[src/rtl/qenc_pkg.sv]
package qenc_pkg;
  localparam int unsigned QENC_CNT_W = 16;

  typedef enum logic [2:0] {
    QM_OFF    = 3'b000,
    QM_IDX_X2 = 3'b100,
    QM_MAX_X2 = 3'b101,
    QM_IDX_X4 = 3'b110,
    QM_MAX_X4 = 3'b111
  } qenc_mode_e;

  function automatic logic mode_en(input logic [2:0] m);
    return m[2];
  endfunction

  function automatic logic mode_x4(input logic [2:0] m);
    return m[1];
  endfunction

  function automatic logic mode_idx(input logic [2:0] m);
    return m[2] & ~m[0];
  endfunction
endpackage

[src/rtl/qenc_edge_dec.sv]
module qenc_edge_dec (
  input  logic clk_i,
  input  logic rst_ni,
  input  logic pha_i,
  input  logic phb_i,
  input  logic idx_i,
  input  logic en_i,
  input  logic x4_i,
  output logic pulse_o,
  output logic up_o,
  output logic idx_rise_o
);
  logic pha_q, phb_q, idx_q;

  // history tracks even while disabled so enabling gives no false edge
  always_ff @(posedge clk_i or negedge rst_ni) begin
    if (!rst_ni) begin
      pha_q <= 1'b0;
      phb_q <= 1'b0;
      idx_q <= 1'b0;
    end else begin
      pha_q <= pha_i;
      phb_q <= phb_i;
      idx_q <= idx_i;
    end
  end

  logic a_edge, b_edge;
  assign a_edge     = pha_i ^ pha_q;
  assign b_edge     = phb_i ^ phb_q;
  assign pulse_o    = en_i & (x4_i ? (a_edge | b_edge) : a_edge);
  assign up_o       = pha_i ^ phb_q;
  assign idx_rise_o = en_i & idx_i & ~idx_q;
endmodule

[src/rtl/qenc_idx_qual.sv]
module qenc_idx_qual (
  input  logic       clk_i,
  input  logic       rst_ni,
  input  logic       pha_i,
  input  logic       phb_i,
  input  logic       idx_rise_i,
  input  logic       x4_i,
  input  logic       idx_mode_i,
  input  logic       pos_res_i,
  input  logic [1:0] match_i,
  output logic       clr_o,
  output logic       idx_irq_o
);
  logic match_ok, sel_lvl;

  assign sel_lvl  = match_i[1] ? phb_i : pha_i;
  assign match_ok = x4_i ? ((pha_i == match_i[0]) && (phb_i == match_i[1]))
                         : (sel_lvl == match_i[0]);
  assign clr_o    = idx_rise_i & idx_mode_i & pos_res_i & match_ok;

  logic idx_irq_q;
  always_ff @(posedge clk_i or negedge rst_ni) begin
    if (!rst_ni) idx_irq_q <= 1'b0;
    else         idx_irq_q <= idx_rise_i;
  end
  assign idx_irq_o = idx_irq_q;

  AST_IDX_ONE_SHOT: assert property (@(posedge clk_i) disable iff (!rst_ni)
    idx_irq_q |=> !idx_irq_q);
endmodule

[src/rtl/qenc_pos_cnt.sv]
module qenc_pos_cnt #(
  parameter int unsigned CNT_W = 16
) (
  input  logic             clk_i,
  input  logic             rst_ni,
  input  logic             pulse_i,
  input  logic             up_i,
  input  logic             clr_i,
  input  logic             idx_mode_i,
  input  logic [CNT_W-1:0] max_cnt_i,
  input  logic             err_irq_dis_i,
  input  logic             err_clr_i,
  output logic [CNT_W-1:0] cnt_o,
  output logic             dir_o,
  output logic             err_flag_o,
  output logic             err_irq_o
);
  localparam logic [CNT_W-1:0] ALL_ONES = {CNT_W{1'b1}};
  localparam logic [CNT_W-1:0] ONE      = CNT_W'(1);

  logic [CNT_W-1:0] cnt_q, cnt_nx, max_p1;
  logic             dir_q, err_q, err_irq_q, err_hit;

  assign max_p1 = max_cnt_i + ONE;

  always_comb begin
    if (idx_mode_i)
      cnt_nx = up_i ? cnt_q + ONE : cnt_q - ONE;
    else if (up_i)
      cnt_nx = (cnt_q == max_cnt_i) ? '0 : cnt_q + ONE;
    else
      cnt_nx = (cnt_q == '0) ? max_cnt_i : cnt_q - ONE;
  end

  assign err_hit = idx_mode_i & pulse_i & ~clr_i &
                   (up_i ? (cnt_nx == max_p1) : (cnt_nx == ALL_ONES));

  always_ff @(posedge clk_i or negedge rst_ni) begin
    if (!rst_ni) begin
      cnt_q     <= '0;
      dir_q     <= 1'b0;
      err_q     <= 1'b0;
      err_irq_q <= 1'b0;
    end else begin
      if (clr_i)        cnt_q <= '0;
      else if (pulse_i) cnt_q <= cnt_nx;
      if (pulse_i)      dir_q <= up_i;
      // new error wins over software clear
      if (err_hit)        err_q <= 1'b1;
      else if (err_clr_i) err_q <= 1'b0;
      err_irq_q <= err_hit & ~err_irq_dis_i;
    end
  end

  assign cnt_o      = cnt_q;
  assign dir_o      = dir_q;
  assign err_flag_o = err_q;
  assign err_irq_o  = err_irq_q;

  AST_HOLD_IDLE: assert property (@(posedge clk_i) disable iff (!rst_ni)
    (!pulse_i && !clr_i) |=> $stable(cnt_q));
  AST_CLR_ZERO: assert property (@(posedge clk_i) disable iff (!rst_ni)
    clr_i |=> (cnt_q == '0));
  AST_ERR_STICKY: assert property (@(posedge clk_i) disable iff (!rst_ni)
    (err_q && !err_clr_i) |=> err_q);
  AST_IRQ_WITH_FLAG: assert property (@(posedge clk_i) disable iff (!rst_ni)
    err_irq_q |-> err_q);
  AST_IRQ_MASKED: assert property (@(posedge clk_i) disable iff (!rst_ni)
    err_irq_q |-> !$past(err_irq_dis_i));
endmodule

[src/rtl/qenc_pos_top.sv]
module qenc_pos_top
  import qenc_pkg::*;
#(
  parameter int unsigned CNT_W = QENC_CNT_W
) (
  input  logic             clk_i,
  input  logic             rst_ni,
  input  logic             pha_i,
  input  logic             phb_i,
  input  logic             idx_i,
  input  logic [2:0]       mode_i,
  input  logic [CNT_W-1:0] max_cnt_i,
  input  logic             pos_res_i,
  input  logic [1:0]       idx_match_i,
  input  logic             err_irq_dis_i,
  input  logic             err_clr_i,
  output logic [CNT_W-1:0] cnt_o,
  output logic             dir_o,
  output logic             err_flag_o,
  output logic             err_irq_o,
  output logic             idx_irq_o
);
  logic en, x4, idx_mode;
  logic pulse, up, idx_rise, clr;

  assign en       = mode_en(mode_i);
  assign x4       = mode_x4(mode_i);
  assign idx_mode = mode_idx(mode_i);

  qenc_edge_dec u_edge (
    .clk_i      (clk_i),
    .rst_ni     (rst_ni),
    .pha_i      (pha_i),
    .phb_i      (phb_i),
    .idx_i      (idx_i),
    .en_i       (en),
    .x4_i       (x4),
    .pulse_o    (pulse),
    .up_o       (up),
    .idx_rise_o (idx_rise)
  );

  qenc_idx_qual u_idx (
    .clk_i      (clk_i),
    .rst_ni     (rst_ni),
    .pha_i      (pha_i),
    .phb_i      (phb_i),
    .idx_rise_i (idx_rise),
    .x4_i       (x4),
    .idx_mode_i (idx_mode),
    .pos_res_i  (pos_res_i),
    .match_i    (idx_match_i),
    .clr_o      (clr),
    .idx_irq_o  (idx_irq_o)
  );

  qenc_pos_cnt #(.CNT_W(CNT_W)) u_cnt (
    .clk_i         (clk_i),
    .rst_ni        (rst_ni),
    .pulse_i       (pulse),
    .up_i          (up),
    .clr_i         (clr),
    .idx_mode_i    (idx_mode),
    .max_cnt_i     (max_cnt_i),
    .err_irq_dis_i (err_irq_dis_i),
    .err_clr_i     (err_clr_i),
    .cnt_o         (cnt_o),
    .dir_o         (dir_o),
    .err_flag_o    (err_flag_o),
    .err_irq_o     (err_irq_o)
  );

  AST_OFF_NO_IDX_IRQ: assert property (@(posedge clk_i) disable iff (!rst_ni)
    !en |=> !idx_irq_o);
endmodule

[config.mk]
export PLATFORM = sky130hd
export DESIGN_NAME = qenc_pos_top
export DESIGN_NICKNAME = d
export VERILOG_FILES = /design/src/rtl/qenc_pkg.sv /design/src/rtl/qenc_edge_dec.sv /design/src/rtl/qenc_idx_qual.sv /design/src/rtl/qenc_pos_cnt.sv /design/src/rtl/qenc_pos_top.sv
export SDC_FILE = /design/constraint.sdc
export NUM_CORES = 1
export LEC_CHECK = 0
export ABC_AREA = 1
export BUFFER_PORTS_ARGS = -buffer_cell sky130_fd_sc_hd__buf_2
export CORE_UTILIZATION = 40
export CTS_CLUSTER_DIAMETER = 100
export CTS_CLUSTER_SIZE = 16
export DETAILED_ROUTE_END_ITERATION = 6
export GPL_TIMING_DRIVEN = 0
export PLACE_DENSITY_LB_ADDON = 0.08
export REMOVE_ABC_BUFFERS = 1
export SKIP_CTS_REPAIR_TIMING = 1
export SLEW_MARGIN = 20
export SYNTH_ARGS = -nofsm -noshare
export SYNTH_HDL_FRONTEND = slang
export SYNTH_SLANG_ARGS = --single-unit
[constraint.sdc]
create_clock -name clk_i -period 5.4 [get_ports clk_i]
set_clock_uncertainty 0.05 [all_clocks]
set_input_delay 1.35 -clock clk_i [delete_from_list [all_inputs] [get_ports clk_i]]
set_output_delay 1.35 -clock clk_i [all_outputs]
set_load 0.02 [all_outputs]
==> results.toml <==
[synthesis]
synth.avg_cell_area_um2 = 5.565
synth-seq-cells = 23
synth_cell_types = 35
syn_inst = 572
synthesis.area_um2 = 3183
ys_seq_area_share_pct = 18.08
yosysWarnings = 0

[sta]
fin_crit_sh_pct = 67.52
fin_ws_ns = 1.754
rsz0062_at_grt = "no"
min_period_ns = 3.646
relSlewSlack_pct = 55.56
whs_ns = 0.4509
drv_slew = 0
setup_tns_ns = 0
setup_violations = 0
worstMarginPinSlew_ns = 0.6659
hold_viol_final = 0
max_freq_ghz = 0.2743

[cells_and_area]
nets = 643
fillers = 891
drive_above_1_share_pct = 12.81
fin_area_um2 = 3506
stdcell_count = 711
diodes = 0
layout_commonest_cell = "nand2_1"
area_delta_synth_final_pct = 10.14
layout_common_cells = "nand2_1 (198), inv_1 (73), nor2_1 (68)"

[drt]
dr_total_vias = 3708
viasPerCell = 5.215
routed_wl_um = 11200
drt_iter0_drc = 321
first_pass_iters = 5
wl_per_cell_um = 15.75
drc_errors = 0
ant_nets = 0

[die]
die_w_um = 91.21
die_h_um = 91.21
core_area_um2 = 7727
ios = 49
dieArea_um2 = 8318
num_rows = 32
initial_core_util_pct = 41.19

[flow_run]
cap_violations = 0

[global_routing]
grt_pass1_vias = 3457
grt_pass1_wl_um = 17660
gr-usage-all-layers_pct = 27.62
grt_max_degree = 38
antenna_found_initial = 0
grt-ovfl-total = 0

[place]
place_inst = 707
post_dp_cell_area_um2 = 3461
place.gp.congestion = 0.9458
portBuffers = 48
hpwl_um = 8660
place_ws_ns = 1.512

[clocking]
clk_latency_ns = 0.28
cts_tree = "done"
cts_buffer_depth = 2
path_clk_slew_ns = 0.10
cts_buffers = 3
root_buffer = "clkbuf_8"
cts-htree-levels = 1
clock-sinks = 23

[pwr]
power_density_nw_per_um2 = 419.0
p_leak_nw = 1.997
peakVddDrop_uv = 171.7

[worst_setup_path]
cp_data_arrival_time_ns = 3.82
endpoint_kind = "register"
crit_chain = "buf_2, inv_1, nand2_1, nand2_1, nor3_1, nand3_2, nand3b_1, nand2_1, nand2_1, inv_1, nor2_1, nand2_1, nor2_1, nand2_1, nor2_2"
slowest_stage = "nand3_2"
cp_slowest_stage_delay_ns = 0.57
crit_fanout = 23
crit_required_ns = 5.58
crit_type = "in -> reg"
crit_path_frequent_cell = "nand2_1"
start_kind = "input port"

[min_path]
hold_class = "reg -> reg"

[status]
status = "finished, final reports clean"
worst paths after layout:
kind / startpoint / to / slack (ns) / cells after the start
max: max_cnt_i[12] / u_cnt.err_irq_o / 1.75 / 15
min: u_cnt.err_flag_o / u_cnt.err_flag_o / 0.45 / 2
max reg2reg: u_cnt.cnt_o[14] / u_cnt.err_irq_o / 2.38 / 14
min reg2reg: u_cnt.err_flag_o / u_cnt.err_flag_o / 0.45 / 2
max in group asynchronous: rst_ni / u_cnt.cnt_o[0] / 3.91 / 1
min in group asynchronous: rst_ni / u_cnt.cnt_o[12] / 1.00 / 1
cells in the mapped netlist, drive strengths merged:
cell type	n	area [um^2]
dfrtp	23	575.6
buf	11	92.58
o31ai	1	7.510
nor2	79	339.1
nand3b	7	52.55
nor3	9	45.04
xnor2	3	26.28
o211ai	3	27.52
ha	4	50.05
o21ai	27	135.1
a21oi	7	38.79
nand3	63	342.8
nor2b	1	6.260
or2	1	6.260
nand4	20	125.1
clkinv	1	3.750
o22ai	3	18.77
a21o	1	7.510
clkbuf	5	20.01
xor2	24	210.2
nand2	201	759.5
inv	78	292.8
cell families (layout without fill, tap and decap cells):
family	Yosys count	count (layout)	share of synthesized area, %
xor+xnor	27	27	7.429
simple gates	381	381	52.67
fa+ha+maj	4	4	1.572
compound gates	42	42	7.390
flops	23	23	18.08
buf+inv	95	132	12.85
through the flow:
step | util, % | power (mW)
3_5_place_dp | 44.79 | 1.336
2_1_floorplan | - | 1.041
5_1_grt | 45.37 | 1.612
4_1_cts | 45.37 | 1.467
6_report | 45.37 | 1.469
3_3_place_gp | 44.49 | 1.323
worst max-delay path: cells and delay by family:
kind	cells	cell delay, ns
buffers and inverters	3	0.26
and+or+nand+nor	12	2.20
per-layer routing:
metal	GRT usage, %	wire (um)	up-vias
li1	-	-	1881
met1	36.96	5075	1662
met5	0	0	-
met3	2.261	606	28
met2	46.02	5157	137
met4	10.71	356	0
area by class of cell:
cell class                 count  area (um^2)  area share, %
clock buffer                   4        45.04          1.285
multi-input combinational    454         2201          62.78
inverter                      79        296.5          8.458
tap                          102        127.6          3.640
sequential                    23        575.6          16.42
timing repair buffer          49        260.3          7.423
sequential cells by signal, indices dropped and copies added, names as in the netlist:
register          cells
u_edge.idx_q          1
u_idx.idx_irq_o       1
u_cnt.err_irq_o       1
u_edge.phb_q          1
u_cnt.cnt_o          16
u_edge.pha_q          1
u_cnt.err_flag_o      1
u_cnt.dir_o           1
power breakdown:
group	leakage [nW]	switching (mW)	internal (mW)	total [mW]
clock	0.0228	0.0720	0.0532	0.125
combinational	1.68	0.672	0.331	1.00
sequential	0.297	0.117	0.224	0.341
Note: power is estimated with default switching activity, not from simulation.
